## src/rtl/gr_scaler_pkg.sv

```systemverilog
package gr_scaler_pkg;

   typedef enum logic [1:0] {
      MODE_REAL = 2'd0,
      MODE_DIV  = 2'd1,
      MODE_CPLX = 2'd2,
      MODE_RSVD = 2'd3
   } in_mode_e;

   typedef enum logic [1:0] {
      TAG_A = 2'd0,
      TAG_B = 2'd1,
      TAG_I = 2'd2,
      TAG_Q = 2'd3
   } chan_tag_e;

   localparam int unsigned TAG_W  = 2;
   localparam int unsigned MODE_W = 2;

endpackage

```

## src/rtl/gr_cfg_regs.sv

```systemverilog
module gr_cfg_regs
   import gr_scaler_pkg::*;
#(
   parameter int unsigned ADDR_W  = 10,
   parameter int unsigned DATA_W  = 8,
   parameter int unsigned EXP_W   = 3,
   parameter int unsigned OFF_LSB = 5,
   parameter int unsigned INV_BIT = 4,
   parameter logic [ADDR_W-1:0] MODE_ADDR = 'h300,
   parameter logic [ADDR_W-1:0] ECTL_ADDR = 'h305
) (
   input  logic              clk,
   input  logic              rst_n,
   input  logic              wr_en,
   input  logic [ADDR_W-1:0] addr,
   input  logic [DATA_W-1:0] wdata,
   output in_mode_e          mode_o,
   output logic [EXP_W-1:0]  off_o,
   output logic              inv_o
);

   if (OFF_LSB + EXP_W > DATA_W) begin : g_bad_off
      $error("offset field does not fit in the data word");
   end
   if (INV_BIT >= DATA_W) begin : g_bad_inv
      $error("invert bit lies outside the data word");
   end
   if (INV_BIT >= OFF_LSB && INV_BIT < OFF_LSB + EXP_W) begin : g_overlap
      $error("invert bit overlaps the offset field");
   end
   if (MODE_ADDR == ECTL_ADDR) begin : g_addr_clash
      $error("register addresses must differ");
   end
   if (DATA_W < MODE_W) begin : g_bad_dw
      $error("data word narrower than the mode field");
   end

   logic sel_mode;
   logic sel_ectl;
   logic wdata_unused;

   assign sel_mode     = wr_en && (addr == MODE_ADDR);
   assign sel_ectl     = wr_en && (addr == ECTL_ADDR);
   assign wdata_unused = ^wdata;

   always_ff @(posedge clk or negedge rst_n) begin
      if (!rst_n) begin
         mode_o <= MODE_REAL;
      end else if (sel_mode) begin
         mode_o <= in_mode_e'(wdata[MODE_W-1:0]);
      end
   end

   always_ff @(posedge clk or negedge rst_n) begin
      if (!rst_n) begin
         off_o <= '0;
         inv_o <= 1'b0;
      end else if (sel_ectl) begin
         off_o <= wdata[OFF_LSB +: EXP_W];
         inv_o <= wdata[INV_BIT];
      end
   end

endmodule

```

## src/rtl/gr_exp_shift.sv

```systemverilog
module gr_exp_shift #(
   parameter int unsigned MANT_W      = 16,
   parameter int unsigned EXP_W       = 3,
   parameter int unsigned OUT_W       = 24,
   parameter int unsigned SHIFT_STYLE = 1
) (
   input  logic [MANT_W-1:0] mant_i,
   input  logic [EXP_W-1:0]  code_i,
   input  logic [EXP_W-1:0]  off_i,
   input  logic              inv_i,
   output logic [OUT_W-1:0]  data_o
);

   localparam int unsigned PAD_W     = OUT_W - MANT_W;
   localparam int unsigned MAX_SHIFT = (1 << EXP_W) - 1;

   if (OUT_W < MANT_W + MAX_SHIFT) begin : g_bad_width
      $error("output too narrow to keep all mantissa bits at the largest shift");
   end
   if (SHIFT_STYLE > 1) begin : g_bad_style
      $error("SHIFT_STYLE must be 0 or 1");
   end

   logic [EXP_W-1:0]        code_dir;
   logic [EXP_W-1:0]        amt;
   logic signed [OUT_W-1:0] wide;

   // (2^EXP_W - 1 - code) equals the bitwise complement of the code
   assign code_dir = inv_i ? ~code_i : code_i;
   assign amt      = code_dir + off_i;
   assign wide     = {mant_i, {PAD_W{1'b0}}};

   if (SHIFT_STYLE == 0) begin : g_direct
      assign data_o = wide >>> amt;
   end else begin : g_staged
      logic signed [OUT_W-1:0] stage [0:EXP_W];
      assign stage[0] = wide;
      for (genvar k = 0; k < EXP_W; k++) begin : g_st
         assign stage[k+1] = amt[k] ? (stage[k] >>> (1 << k)) : stage[k];
      end
      assign data_o = stage[EXP_W];
   end

endmodule

```

## src/rtl/gr_chan_steer.sv

```systemverilog
module gr_chan_steer
   import gr_scaler_pkg::*;
(
   input  in_mode_e  mode_i,
   input  logic      sel_i,
   output chan_tag_e tag_o
);

   always_comb begin
      unique case (mode_i)
         MODE_DIV:  tag_o = sel_i ? TAG_B : TAG_A;
         MODE_CPLX: tag_o = sel_i ? TAG_Q : TAG_I;
         default:   tag_o = TAG_A;
      endcase
   end

endmodule

```

## src/rtl/gr_input_scaler.sv

```systemverilog
module gr_input_scaler
   import gr_scaler_pkg::*;
#(
   parameter int unsigned MANT_W      = 16,
   parameter int unsigned EXP_W       = 3,
   parameter int unsigned OUT_W       = 24,
   parameter int unsigned ADDR_W      = 10,
   parameter int unsigned DATA_W      = 8,
   parameter int unsigned OFF_LSB     = 5,
   parameter int unsigned INV_BIT     = 4,
   parameter int unsigned SHIFT_STYLE = 1,
   parameter logic [ADDR_W-1:0] MODE_ADDR = 'h300,
   parameter logic [ADDR_W-1:0] ECTL_ADDR = 'h305
) (
   input  logic              clk,
   input  logic              rst_n,
   input  logic              cfg_wr_en,
   input  logic [ADDR_W-1:0] cfg_addr,
   input  logic [DATA_W-1:0] cfg_wdata,
   input  logic              in_vld,
   input  logic [MANT_W-1:0] in_mant,
   input  logic [EXP_W-1:0]  in_exp,
   input  logic              in_sel,
   output logic              out_vld,
   output logic [TAG_W-1:0]  out_tag,
   output logic [OUT_W-1:0]  out_data
);

   if (MANT_W < 2) begin : g_bad_mant
      $error("mantissa must be at least two bits");
   end
   if (EXP_W < 1) begin : g_bad_exp
      $error("gain code must be at least one bit");
   end

   in_mode_e         cfg_mode;
   logic [EXP_W-1:0] cfg_off;
   logic             cfg_inv;

   gr_cfg_regs #(
      .ADDR_W    (ADDR_W),
      .DATA_W    (DATA_W),
      .EXP_W     (EXP_W),
      .OFF_LSB   (OFF_LSB),
      .INV_BIT   (INV_BIT),
      .MODE_ADDR (MODE_ADDR),
      .ECTL_ADDR (ECTL_ADDR)
   ) u_regs (
      .clk    (clk),
      .rst_n  (rst_n),
      .wr_en  (cfg_wr_en),
      .addr   (cfg_addr),
      .wdata  (cfg_wdata),
      .mode_o (cfg_mode),
      .off_o  (cfg_off),
      .inv_o  (cfg_inv)
   );

   // Stage 1: capture the sample together with the settings in force before
   // any write of the same cycle lands.
   logic              s1_vld;
   logic [MANT_W-1:0] s1_mant;
   logic [EXP_W-1:0]  s1_code;
   logic              s1_sel;
   in_mode_e          s1_mode;
   logic [EXP_W-1:0]  s1_off;
   logic              s1_inv;

   always_ff @(posedge clk or negedge rst_n) begin
      if (!rst_n) begin
         s1_vld  <= 1'b0;
         s1_mant <= '0;
         s1_code <= '0;
         s1_sel  <= 1'b0;
         s1_mode <= MODE_REAL;
         s1_off  <= '0;
         s1_inv  <= 1'b0;
      end else begin
         s1_vld  <= in_vld;
         s1_mant <= in_mant;
         s1_code <= in_exp;
         s1_sel  <= in_sel;
         s1_mode <= cfg_mode;
         s1_off  <= cfg_off;
         s1_inv  <= cfg_inv;
      end
   end

   logic [OUT_W-1:0] scaled;
   chan_tag_e        tag_nx;

   gr_exp_shift #(
      .MANT_W      (MANT_W),
      .EXP_W       (EXP_W),
      .OUT_W       (OUT_W),
      .SHIFT_STYLE (SHIFT_STYLE)
   ) u_shift (
      .mant_i (s1_mant),
      .code_i (s1_code),
      .off_i  (s1_off),
      .inv_i  (s1_inv),
      .data_o (scaled)
   );

   gr_chan_steer u_steer (
      .mode_i (s1_mode),
      .sel_i  (s1_sel),
      .tag_o  (tag_nx)
   );

   // Stage 2: registered outputs, zero while idle
   always_ff @(posedge clk or negedge rst_n) begin
      if (!rst_n) begin
         out_vld  <= 1'b0;
         out_tag  <= '0;
         out_data <= '0;
      end else begin
         out_vld  <= s1_vld;
         out_tag  <= s1_vld ? tag_nx : TAG_A;
         out_data <= s1_vld ? scaled : '0;
      end
   end

endmodule

```

## config.mk

```make
export PLATFORM = sky130hd
export DESIGN_NAME = gr_input_scaler
export DESIGN_NICKNAME = d
export VERILOG_FILES = /design/src/rtl/gr_scaler_pkg.sv /design/src/rtl/gr_cfg_regs.sv /design/src/rtl/gr_exp_shift.sv /design/src/rtl/gr_chan_steer.sv /design/src/rtl/gr_input_scaler.sv
export SDC_FILE = /design/constraint.sdc
export NUM_CORES = 1
export LEC_CHECK = 0
export BUFFER_PORTS_ARGS = -buffer_cell sky130_fd_sc_hd__buf_2
export CORE_UTILIZATION = 51
export CTS_CLUSTER_SIZE = 10
export DETAILED_ROUTE_END_ITERATION = 8
export PLACE_DENSITY = 0.78
export SYNTH_ARGS = -nofsm -noshare
export SYNTH_HDL_FRONTEND = slang
export SYNTH_SLANG_ARGS = --single-unit
```

## constraint.sdc

```tcl
create_clock -name clk -period 3.39 [get_ports clk]
set_clock_uncertainty 0.15 [all_clocks]
set_input_delay 0.339 -clock clk [delete_from_list [all_inputs] [get_ports clk]]
set_output_delay 0.339 -clock clk [all_outputs]
set_load 0.01 [all_outputs]
```

After elaboration in Yosys (flattened, before gate mapping)

Cells that the tools add are included.

Flip-flop bits (word level): 60
Output and inout bits: 27
Input bits: 42
Logic and storage cells: 30

Add/subtract/negate cells: 1
Muxes and demuxes: 9
Reductions and logical operators: 2
Bitwise operators: 1
Equal/unequal tests: 4

Operators with widths:

| cell                                                                  | count |
|---|---|
| 23-bit 2-to-1 mux                                                     | 3 |
| 24-bit 2-to-1 mux                                                     | 1 |
| 10-bit equality test, second input constant                           | 2 |
| 2-bit case mux with 2 select lines                                    | 1 |
| 3-bit adder                                                           | 1 |
| 3-bit 2-to-1 mux                                                      | 1 |
| 3-bit NOT                                                             | 1 |
| 2-bit by 1-bit equality test with 1-bit output, second input constant | 1 |
| 2-bit equality test, second input constant                            | 1 |
| 1-bit logical AND                                                     | 2 |
| 1-bit 2-to-1 mux                                                      | 2 |
| 2-bit 2-to-1 mux                                                      | 1 |

Longest topological paths before layout

Gate-level depths: netlist of the first run.

Depth in word-level cells: 7
Mapped depth: 10
Mapped depth without buffers: 8

Hierarchy

From an unflattened synthesis of the first run, not the netlist that was laid out.

Cells, all modules: 188
Area total of the unflattened synthesis: 2,641.3 um^2

Modules (own cells, without submodules):

| module          | area an instance (um^2) | cells an instance | seq. area each (um^2) | times used |
|---|---|---|---|---|
| gr_input_scaler | 1,561.5                 | 82                | 1,351.3               | 1 |
| gr_exp_shift    | 737.0                   | 81                | 0.0                   | 1 |
| gr_cfg_regs     | 281.5                   | 18                | 150.1                 | 1 |
| gr_chan_steer   | 61.3                    | 7                 | 0.0                   | 1 |

Least setup slack after synthesis of the first run

OpenSTA, ideal clock, no wires.

Path type: register to register
Start: register s1_inv
End: register out_data[7]
Setup slack: 0.864 ns
Setup time: 0.120 ns
Data arrival time: 2.256 ns
Buffers on the path: 1
Data required time: 3.120 ns
Period minus slack after synthesis: 2.526 ns
Stages on the path, launching flop included: 8
Path through: dfrtp_1 xor2_1 ha_1 inv_1 fa_1 buf_2 mux4_2 o211a_1

Word-level cells in the longest chain between the ends: 6

Ends and longest elaborated chain:

| element                        | line                   | RTL |
|---|---|---|
| start, declared                | gr_input_scaler.sv:67  | `logic s1_inv;` |
| start signal, assigned         | gr_input_scaler.sv:85  | `s1_inv <= cfg_inv;` |
| 3-bit 2-to-1 mux *             | gr_exp_shift.sv:29     | `assign code_dir = inv_i ? ~code_i : code_i;` |
| 3-bit adder *                  | gr_exp_shift.sv:30     | `assign amt = code_dir + off_i;` |
| 23-bit 2-to-1 mux (2 in a row) | gr_exp_shift.sv:39     | `assign stage[k+1] = amt[k] ? (stage[k] >>> (1 << k)) : stage[k];` |
| 23-bit 2-to-1 mux *            | gr_exp_shift.sv:39     |  |
| 24-bit 2-to-1 mux *            | gr_input_scaler.sv:120 | `out_data <= s1_vld ? scaled : '0;` |
| end signal, assigned           | gr_input_scaler.sv:120 |  |
| end, declared                  | gr_input_scaler.sv:26  | `output logic [OUT_W-1:0] out_data` |

Every way passes the cells marked *; elsewhere a longest branch is shown, timed or not.
A chain may end at the register's enable or synchronous reset.

Worst setup path after layout of the first run

Same ends and word-level chain as after synthesis.

==> metrics.md, run 1 <==
| Metric | Value |
|---|---|
| Status | `finished clean` |
| Die Ht | `a little over 70 µm` |
| Via count | `around 1,600` |
| GR Util met1 | `0.214` |
| Drt drc | `0` |
| Core Area | `about 4700 µm²` |
| CTS root buf | `clkbuf_8` |
| Syn nets | `around 220` |
| Final non-filler cell total | `340` |
| Worst hold margin | `around 0.09 ns` |
| Crit. Startpoint | `s1_inv$_DFF_PN0_` |
| TritonCTS clock tree | `yes` |
| # IOs | `just under 70` |
| Largest net degree at the start of global routing | `32` |
| Initial antenna violation count | `0` |
| Placed Cells | `between 300 and 400` |
| Setup Buffers After CTS | `0` |
| Die footprint | `about 5200 µm²` |
| Fraction of layout instances using a drive strength above 1 | `0.392` |
| Netlist Area Pre-Place | `between 2000 and 2500 µm²` |
| Placed Area | `between 2000 and 3000 µm²` |
| Vias in the first global route | `roughly 1,600` |
| Overflow after GRT | `0` |
| Reg-to-Reg Start | `s1_inv$_DFF_PN0_` |
| Worst-skew pair later-pin latency | `between 0.3 and 0.4 ns` |
| # rows | `25` |
| Routed wire per std cell | `~12 µm` |
| Hold Crit Depth | `2` |
| Cells after synthesis | `177` |
| Worst setup path class | `register to register` |
| Worst hold path class | `input port to register` |
| Worst hold start | `cfg_wdata[4]` |
| Highest Clock Rate | `between 300 and 400 MHz` |
| Required time worst endpoint | `around 3.5 ns` |
| First-pass DRT Iterations | `4` |
| Max-cap violations | `0` |
| Met3 Usage GRT | `0.0611` |
| Rel. slew slack | `0.546` |
| Final min period | `between 2 and 3 ns` |
| VDD IR max | `~0.00024 V` |
| Cts hold-fix bufs | `22` |
| Iteration-0 DRC Markers | `~110` |
| Setup TNS | `0 ns` |
| R2R Setup Slk | `a little under 0.7 ns` |
| Register area share after synthesis | `0.592` |
| Setup repair after global routing missed its margin | `false` |
| CTS buffer count | `9` |
| Synth area leaders | `dfrtp_1 (59%), mux4_2 (12%), a21boi_1 (4.8%), nand2_1 (4.4%), mux2_2 (2.7%)` |
| Power per cell area | `roughly 460 nW/µm²` |
| Worst-path clk slew | `0.06 ns` |
| Most used routing layer | `met2` |
| Synth Flop Type | `dfrtp_1` |
| Post-synthesis async set-or-reset flop share | `1.00` |
| Resized Gates After CTS | `0` |
| Final GP Congestion | `roughly 0.76` |
| Max Fanout on Critical Path | `20` |
| Tcrit/Tclk final | `0.797` |
| Slew of the pin with the lowest slew margin | `just under 0.7 ns` |
| Layout area overhead | `31.4%` |
| Mapped Avg Cell Area | `14.1 µm²` |
| Final wirelength | `4050 µm` |
| Synthesized flop and latch total | `around 60` |
| Initial Util | `0.528` |
| CP startpoint kind | `register` |
| Final slew viol count | `0` |
| # H-tree levels | `3` |
| Final antenna-violating net count | `0` |
| Drt via density | `roughly 4.8` |
| Sequential Area | `approximately 1500 µm²` |
| Global Route Usage Sum | `0.185` |
| GR Util met2 | `0.306` |
| Post-synth EDFFs | `0` |
| CTS max path bufs | `2` |
| Multi-input combinational cell area | `about 940 µm²` |
| Hold Crit Endpoint | `u_regs.inv_o$_DFFE_PN0P_` |
| Critical R2R Capture | `out_data[7]$_DFF_PN0_` |
| Design area | `3280 µm²` |
| Total Nets Final | `around 310` |
| Crit end category | `register` |
| I/O Buffers | `65` |
| Reg2Reg Depth | `9` |
| Clock Sinks | `between 50 and 60` |
| Final hold viol count | `0` |
| Final setup fails | `0` |
| Synth cell count leaders | `dfrtp_1 (59), nand2_1 (29), a21boi_1 (16)` |
| Die X | `between 70 and 80 µm` |
| Leakage | `1.61 nW` |
| Ant diodes | `0` |
| Synth warnings | `0` |
| First-pass GRT wire length | `a little under 7000 µm` |
| Most instantiated library cell after synthesis | `dfrtp_1` |
| # fillers | `approximately 330` |
| Synth unique cells | `33` |
| Crit path DAT | `roughly 2.8 ns` |
| Yosys top cell area share | `0.592` |
| Post-Route Utilization | `0.694` |
| Synth area leader | `dfrtp_1` |
| Hpwl dp | `between 2000 and 3000 µm` |
[worst max path at each step]
stage          slack [ns]               endpoint  depth (start not counted)
2_1_floorplan        0.86  out_data[7]$_DFF_PN0_                          7
4_1_cts              0.66  out_data[7]$_DFF_PN0_                          9
3_5_place_dp         0.68  out_data[7]$_DFF_PN0_                          9
5_1_grt              0.51  out_data[2]$_DFF_PN0_                          8
3_3_place_gp         0.74  out_data[7]$_DFF_PN0_                          9
6_report             0.69  out_data[7]$_DFF_PN0_                          9
[placed cells by master, fill, tap and decap left out, drive strengths merged, types with 3 or more instances in the layout]
cell type / Yosys / final
dfrtp: 59 / 59
xor2: 3 / 3
nor2: 5 / 5
nand2: 29 / 29
mux4: 13 / 13
clkbuf: 2 / 15
ha: 3 / 3
dlygate4sd3: 0 / 22
a21boi: 16 / 16
xnor2: 3 / 3
mux2: 8 / 8
buf: 8 / 68
mux2i: 3 / 3
inv: 4 / 4
nand2b: 3 / 3
[power by group]
| group | switching, mW | leakage (nW) | total (mW) | internal, mW |
|---|---|---|---|---|
| Clock | 0.237 | 0.0997 | 0.582 | 0.344 |
| Sequential | 0.0182 | 0.754 | 0.756 | 0.738 |
| Combinational | 0.0844 | 0.759 | 0.183 | 0.0985 |
[cells by family (layout without fill, tap and decap cells)]
family,after synthesis,count (layout),share of synthesized area
xor gates and xnor gates,6,6,0.0301
other,1,1,0.00150
DFF,59,59,0.592
and+or+nand+nor,49,49,0.0918
buffers and inverters,14,110,0.0306
muxes,24,24,0.169
AOI/OAI and AO/OA,20,20,0.0622
adders and majority gates,4,4,0.0231
[final cells by class]
class                           instances  share of cell area
Sequential cell                        59               0.451
Multi-Input combinational cell        104               0.287
Timing Repair Buffer                   90               0.173
Clock buffer                           15              0.0569
Tap cell                               67              0.0256
Inverter                                4             0.00458
Clock inverter                          1             0.00153
[metrics by stage]
step | power (mW) | setup slack (ns)
after floorplan | 0.866 | 0.864
after global placement | 0.930 | 0.743
after detailed placement | 0.934 | 0.683
after CTS | 1.54 | 0.657
after global routing | 1.59 | 0.509
final | 1.52 | 0.689
[per-layer routing]
layer	up-vias	wire length [µm]
met2	56	2070
met1	781	1660
met5	-	0
met4	0	114
met3	13	205
li1	787	-
[worst max-delay path: stages (launching register included)]
cell and delay [ns]:
dfrtp_1 0.44, xor2_1 0.18, ha_1 0.16, inv_1 0.05
fa_1 0.47, buf_4 0.29, mux2_2 0.38, a22oi_1 0.25
nand2_1 0.09, o211a_1 0.13
[sequential cells by signal (all words and copies together), names as in the netlist]
name	flops
out_tag	2
s1_sel	1
u_regs.off_o	3
s1_off	3
s1_code	3
s1_inv	1
s1_mant	16
s1_vld	1
out_data	23
out_vld	1
u_regs.inv_o	1
s1_mode	2
u_regs.mode_o	2
No activity file was read; power rests on OpenSTA's default activity.
==> run 2, diff against run 1 <==
==> constraint.sdc (replaced) <==
create_clock -name clk -period 2.8 [get_ports clk]
set_clock_uncertainty 0.15 [all_clocks]
set_input_delay 0.28 -clock clk [delete_from_list [all_inputs] [get_ports clk]]
set_output_delay 0.28 -clock clk [all_outputs]
set_load 0.01 [all_outputs]
==> metrics.md, run 2 (synthesis gave the netlist of run 1 again) <==
| Metric | Value |
|---|---|
| Crit. Startpoint | `s1_inv$_DFF_PN0_ (unchanged)` |
| Leakage | `1.62 nW (was 1.61 nW)` |
| Flop pwr share | `0.509 (was 0.497)` |
| Die X | `71.9 µm (unchanged)` |
| Drt drc | `0 (unchanged)` |
| Global Route Usage Sum | `0.207 (was 0.185)` |
| Initial Util | `0.528 (unchanged)` |
| CTS max path bufs | `2 (unchanged)` |
| Largest Register | `out_data (unchanged)` |
| Final setup fails | `0 (unchanged)` |
| Worst-path clk slew | `0.06 ns (about the same)` |
| Required time worst endpoint | `2.88 ns (was 3.45 ns)` |
| Final antenna-violating net count | `0 (unchanged)` |
| Total Nets Final | `316 (was 314)` |
| Final min period | `2.62 ns (was 2.70 ns)` |
| Overflow after GRT | `0 (unchanged)` |
| Combinational Power Share | `0.127 (was 0.120)` |
| Reg-to-Reg Start | `s1_inv$_DFF_PN0_ (unchanged)` |
| Routed wire per std cell | `13.6 µm (was 11.9 µm)` |
| Iteration-0 DRC Markers | `91 (was 107)` |
| Buf/Inv on CP | `2 (unchanged)` |
| Max Fanout on Critical Path | `20 (unchanged)` |
| Worst setup path class | `register to register (unchanged)` |
| Switch Pwr | `0.432 mW (was 0.340 mW)` |
| Stages on worst setup path | `9 (unchanged)` |
| TritonCTS clock tree | `yes (unchanged)` |
| Setup TNS | `0 ns (unchanged)` |
| Ant diodes | `0 (unchanged)` |
| Initial antenna violation count | `0 (unchanged)` |
| Via count | `1,698 (was 1,637)` |
| Layout area overhead | `31.7% (was 31.4%)` |
| # rows | `25 (unchanged)` |
| Die Ht | `71.9 µm (unchanged)` |
| CTS buffer count | `9 (unchanged)` |
| Status | `finished clean (unchanged)` |
| Final wirelength | `4620 µm (was 4050 µm)` |
| # H-tree levels | `3 (unchanged)` |
| Post-Route Utilization | `0.695 (was 0.694)` |
| # fillers | `327 (was 332)` |
| Power per cell area | `549 nW/µm² (was 464 nW/µm²)` |
| Core Area | `4720 µm² (unchanged)` |
| Die footprint | `5170 µm² (unchanged)` |
| Final GP Congestion | `0.752 (was 0.764)` |
| Critical R2R Capture | `out_data[7]$_DFF_PN0_ (unchanged)` |
| First-pass GRT wire length | `7690 µm (was 6930 µm)` |
| VDD IR max | `0.000286 V (was 0.000237 V)` |
| First-pass DRT Iterations | `4 (unchanged)` |
| Most common cell after layout, fill and taps aside | `buf_2 (unchanged)` |
| Worst path cell trace | `xor2_1, ha_1, inv_1, fa_1, buf_12, mux2_2, a22oi_2, nand2_1, o211a_1 (was xor2_1, ha_1, inv_1, fa_1, buf_4, mux2_2, a22oi_1, nand2_1, o211a_1)` |
| Tcrit/Tclk final | `0.934 (was 0.797)` |
| Crit-path slowest cell | `fa_1 (unchanged)` |
| Worst hold path class | `input port to register (unchanged)` |
| # IOs | `69 (unchanged)` |
| Setup Buffers After CTS | `0 (unchanged)` |
| CP startpoint kind | `register (unchanged)` |
| Number of flip-flops in the largest register | `23 (unchanged)` |
| Hpwl dp | `2910 µm (was 2760 µm)` |
| Internal power | `1.37 mW (was 1.18 mW)` |
| Crit end category | `register (unchanged)` |
| I/O Buffers | `65 (unchanged)` |
| CTS root buf | `clkbuf_8 (unchanged)` |
| Max-cap violations | `0 (unchanged)` |
| Rel. slew slack | `0.609 (was 0.546)` |
| Slew of the pin with the lowest slew margin | `0.586 ns (was 0.681 ns)` |
| Most frequent cells in the layout | `buf_2 (65), dfrtp_1 (59), nand2_1 (29) (unchanged)` |
| Worst-skew pair later-pin latency | `0.33 ns (about the same)` |
| Reg2Reg Depth | `9 (unchanged)` |
| Clock Power Share | `0.364 (was 0.382)` |
| Highest Clock Rate | `382 MHz (was 370 MHz)` |
| Crit path largest cell delay | `0.53 ns (was 0.47 ns)` |
| Final hold viol count | `0 (unchanged)` |
| Clock Sinks | `59 (unchanged)` |
| Drt via density | `4.99 (was 4.81)` |
| R2R Setup Slk | `0.18 ns (was 0.69 ns)` |
| Vias in the first global route | `1,700 (was 1,611)` |
| Final slew viol count | `0 (unchanged)` |
| Switching Fraction | `0.240 (was 0.223)` |
| Top delay family on crit path | `adder cells (unchanged)` |
| Fraction of layout instances using a drive strength above 1 | `0.403 (was 0.392)` |
| Crit path DAT | `2.69 ns (was 2.76 ns)` |
| Setup repair after global routing missed its margin | `false (unchanged)` |
| CP Capture Point | `out_data[7]$_DFF_PN0_ (unchanged)` |
| Top flop regs | `out_data (23), s1_mant (16) (unchanged)` |
| Largest net degree at the start of global routing | `35 (was 32)` |
run 2: cell types whose count changed in the layout (fill, tap and decap cells not counted), sizes merged:
| cell | previous run | this run |
|---|---|---|
| buf | 68 | 70 |
| clkbuf | 15 | 11 |
| clkinv | 1 | 3 |
run 2: cell type report:
class	instances	area [µm²]	share of cell area
clock buffer	11	151	0.0461
inverter	4	15.0	0.00457
tap	67	83.8	0.0255
multi-input combinational	104	946	0.288
sequential	59	1480	0.450
clock inverter	3	15.0	0.00457
timing repair buffer	92	596	0.181
run 2: worst min-delay path by stage:
stage	start	cells past startpoint	end	slack, ns
CTS	cfg_wdata[0]	2	u_regs.mode_o[0]$_DFFE_PN0P_	0.01
finish	cfg_wdata[5]	2	u_regs.off_o[0]$_DFFE_PN0P_	0.02
global route	cfg_wdata[1]	2	u_regs.mode_o[1]$_DFFE_PN0P_	0.02
global placement	rst_n	1	out_data[17]$_DFF_PN0_	0.13
floorplan	rst_n	0	out_data[10]$_DFF_PN0_	-0.17
detailed placement	rst_n	1	out_data[16]$_DFF_PN0_	0.14
run 2: stage by stage:
step                      std cells  area [µm²]  hold WS (ns)  setup WS [ns]  total power [mW]
final                           340        3280        0.0242          0.184              1.80
after global routing            340        3280        0.0231         0.0465              1.88
after CTS                       340        3280        0.0145          0.152              1.81
after detailed placement        304        2890         0.140          0.165              1.14
after global placement          304        2890         0.131          0.263              1.13
after floorplan                 177        2490        -0.166          0.274              1.05
run 2: worst register-to-register path, cell delays in order (launching register included):
cell     delay, ns
dfrtp_1       0.44
xor2_1        0.19
ha_1          0.18
inv_1         0.05
fa_1          0.53
buf_12        0.19
mux2_2        0.37
a22oi_2       0.21
nand2_1       0.08
o211a_1       0.12
run 2: timing repair:
item                       CTS  global route
hold endpoints to repair    46             0
setup endpoints to repair    0             1
hold buffers                22             0
resized for setup            0             1
run 2: layer usage:
| layer | up-vias | wire [µm] | global-route usage |
|---|---|---|---|
| met3 | 16 | 312 | 0.0750 |
| met1 | 820 | 1770 | 0.227 |
| met5 | - | 0 | 0 |
| met4 | 0 | 149 | 0.115 |
| li1 | 790 | - | - |
| met2 | 72 | 2400 | 0.351 |
run 2: power groups by stage:
stage / Combinational (mW) / Sequential [mW] / Clock [mW]
6_report: 0.229 / 0.918 / 0.656
5_1_grt: 0.253 / 0.922 / 0.710
4_1_cts: 0.228 / 0.918 / 0.668
3_5_place_dp: 0.203 / 0.933 / 0
3_3_place_gp: 0.199 / 0.931 / 0
2_1_floorplan: 0.110 / 0.939 / 0
==> run 3, diff against run 2 <==
--- a/config.mk
+++ b/config.mk
@@ -6,6 +6,7 @@
 export NUM_CORES = 1
 export LEC_CHECK = 0
 export BUFFER_PORTS_ARGS = -buffer_cell sky130_fd_sc_hd__buf_2
+export CORE_ASPECT_RATIO = 0.75
 export CORE_UTILIZATION = 51
 export CTS_CLUSTER_SIZE = 10
 export DETAILED_ROUTE_END_ITERATION = 8
==> metrics.md, run 3 (synthesis gave the netlist of run 1 again) <==
| Metric | Value |
|---|---|
| Status | `finished clean (unchanged)` |
| Most common cell after layout, fill and taps aside | `buf_2 (unchanged)` |
| Worst hold start | `cfg_wdata[1] (was cfg_wdata[5])` |
| TritonCTS clock tree | `yes (unchanged)` |
| CTS buffer count | `9 (unchanged)` |
| Final wirelength | `4810 µm (was 4620 µm)` |
| # H-tree levels | `3 (unchanged)` |
| Tcrit/Tclk final | `0.940 (was 0.934)` |
| Placed Cells | `295 (was 304)` |
| Clock Sinks | `59 (unchanged)` |
| I/O Buffers | `65 (unchanged)` |
| Core Area | `4570 µm² (was 4720 µm²)` |
| First-pass GRT wire length | `8360 µm (was 7690 µm)` |
| Initial Util | `0.545 (was 0.528)` |
| Largest Register | `out_data (unchanged)` |
| Slew of the pin with the lowest slew margin | `0.887 ns (was 0.586 ns)` |
| Final non-filler cell total | `333 (was 340)` |
| Layout area overhead | `31.5% (was 31.7%)` |
| Max Fanout on Critical Path | `20 (unchanged)` |
| Overflow after GRT | `0 (unchanged)` |
| Setup repair after global routing missed its margin | `false (unchanged)` |
| Global Route Usage Sum | `0.229 (was 0.207)` |
| Drt drc | `0 (unchanged)` |
| Vias in the first global route | `1,765 (was 1,700)` |
| Setup TNS | `0 ns (unchanged)` |
| Crit path DAT | `2.71 ns (was 2.69 ns)` |
| Fraction of layout instances using a drive strength above 1 | `0.395 (was 0.403)` |
| Crit end category | `register (unchanged)` |
| R2R Setup Slk | `0.17 ns (was 0.18 ns)` |
| Power per cell area | `554 nW/µm² (was 549 nW/µm²)` |
| Routed wire per std cell | `14.4 µm (was 13.6 µm)` |
| # fillers | `334 (was 327)` |
| Final min period | `2.63 ns (was 2.62 ns)` |
| Highest Clock Rate | `380 MHz (was 382 MHz)` |
| Iteration-0 DRC Markers | `214 (was 91)` |
| Initial antenna violation count | `0 (unchanged)` |
| Worst setup path class | `register to register (unchanged)` |
| Worst-skew pair later-pin latency | `0.34 ns (was 0.33 ns)` |
| Drt via density | `5.26 (was 4.99)` |
| Sequential Area | `1480 µm² (unchanged)` |
| Hold Crit Depth | `2 (unchanged)` |
| Total Nets Final | `317 (was 316)` |
| Setup Buffers After CTS | `0 (unchanged)` |
| Largest net degree at the start of global routing | `43 (was 35)` |
| Most frequent cells in the layout | `buf_2 (65), dfrtp_1 (59), nand2_1 (29) (unchanged)` |
| Final setup fails | `0 (unchanged)` |
| CTS max path bufs | `2 (unchanged)` |
| Max-cap violations | `0 (unchanged)` |
| Worst hold path class | `input port to register (unchanged)` |
| Rel. slew slack | `0.409 (was 0.609)` |
| Post-Route Utilization | `0.717 (was 0.695)` |
| Critical R2R Capture | `out_data[7]$_DFF_PN0_ (unchanged)` |
| Die Ht | `62.6 µm (was 71.9 µm)` |
| Leakage | `1.62 nW (about the same)` |
| Ant diodes | `0 (unchanged)` |
| VDD IR max | `0.000424 V (was 0.000286 V)` |
| First-pass DRT Iterations | `4 (unchanged)` |
| # rows | `21 (was 25)` |
| Reg-to-Reg Start | `s1_inv$_DFF_PN0_ (unchanged)` |
| Via count | `1,750 (was 1,698)` |
| Required time worst endpoint | `2.88 ns (about the same)` |
| Resized Gates After CTS | `0 (unchanged)` |
| Worst-path clk slew | `0.06 ns (about the same)` |
| Top flop regs | `out_data (23), s1_mant (16) (unchanged)` |
| Final slew viol count | `0 (unchanged)` |
| Final GP Congestion | `0.885 (was 0.752)` |
| Reg2Reg Depth | `9 (unchanged)` |
| Multi-input combinational cell area | `941 µm² (was 946 µm²)` |
| Die X | `82.7 µm (was 71.9 µm)` |
| Final hold viol count | `0 (unchanged)` |
| CTS root buf | `clkbuf_8 (unchanged)` |
| Hpwl dp | `3130 µm (was 2910 µm)` |
| Final antenna-violating net count | `0 (unchanged)` |
| CP startpoint kind | `register (unchanged)` |
| Die footprint | `5180 µm² (was 5170 µm²)` |
| Hold Crit Endpoint | `u_regs.mode_o[1]$_DFFE_PN0P_ (was u_regs.off_o[0]$_DFFE_PN0P_)` |
| Number of flip-flops in the largest register | `23 (unchanged)` |
| # IOs | `69 (unchanged)` |
[run 3: changes by cell type in the layout (fill, tap and decap cells not counted)]
cell | previous run | this run
clkinv_2 | 3 | 2
clkbuf_1 | 0 | 3
a22oi_1 | 0 | 1
a22oi_2 | 1 | 0
buf_4 | 4 | 5
[run 3: stage by stage]
stage | total power [mW] | instance area, µm² | hold WS [ns] | setup WS (ns)
3_5_place_dp | 1.14 | 2890 | 0.211 | 0.199
3_3_place_gp | 1.14 | 2890 | 0.212 | 0.258
5_1_grt | 1.91 | 3280 | 0.00944 | 0.0125
4_1_cts | 1.84 | 3280 | 0.00251 | 0.192
2_1_floorplan | 1.05 | 2490 | -0.166 | 0.274
6_report | 1.82 | 3280 | 0.0178 | 0.167
[run 3: power by group]
part	switching [mW]	leakage (nW)	internal, mW
registers	0.0260	0.754	0.894
logic	0.107	0.778	0.124
clock network	0.301	0.0905	0.367
[run 3: worst max-delay path, cell delays in order, from the launching register on]
cell and delay [ns]:
dfrtp_1 0.43, xor2_1 0.17, ha_1 0.15, inv_1 0.05
fa_1 0.52, buf_12 0.19, mux2_2 0.34, a22oi_1 0.26
nand2_1 0.11, o211a_1 0.14
[run 3: layout make-up]
type,instances,share of cell area
Clock inverter,2,0.00305
Timing Repair Buffer,93,0.184
Clock buffer,14,0.0496
Inverter,4,0.00458
Sequential cell,59,0.450
Tap cell,57,0.0217
Multi-Input combinational cell,104,0.287
[run 3: metal layers]
| metal | part of all wire | track usage |
|---|---|---|
| met5 | 0 | 0 |
| met4 | 0.0094 | 0.0776 |
| met3 | 0.089 | 0.102 |
| met2 | 0.51 | 0.353 |
| met1 | 0.39 | 0.285 |
[run 3: worst max path at each step]
stage                                start                    end  slack [ns]  cells past startpoint
after floorplan           s1_inv$_DFF_PN0_  out_data[7]$_DFF_PN0_        0.27                      7
after detailed placement  s1_inv$_DFF_PN0_  out_data[7]$_DFF_PN0_        0.20                      9
after global routing      s1_inv$_DFF_PN0_  out_data[7]$_DFF_PN0_        0.01                      9
after CTS                 s1_inv$_DFF_PN0_  out_data[7]$_DFF_PN0_        0.19                      9
final                     s1_inv$_DFF_PN0_  out_data[7]$_DFF_PN0_        0.17                      9
after global placement    s1_inv$_DFF_PN0_  out_data[7]$_DFF_PN0_        0.26                      9
[run 3: what timing repair did]
action | 4_1_cts | 5_1_grt
setup endpoints to repair | 0 | 0
endpoints found under the hold margin | 61 | 0
hold buffers | 22 | 0
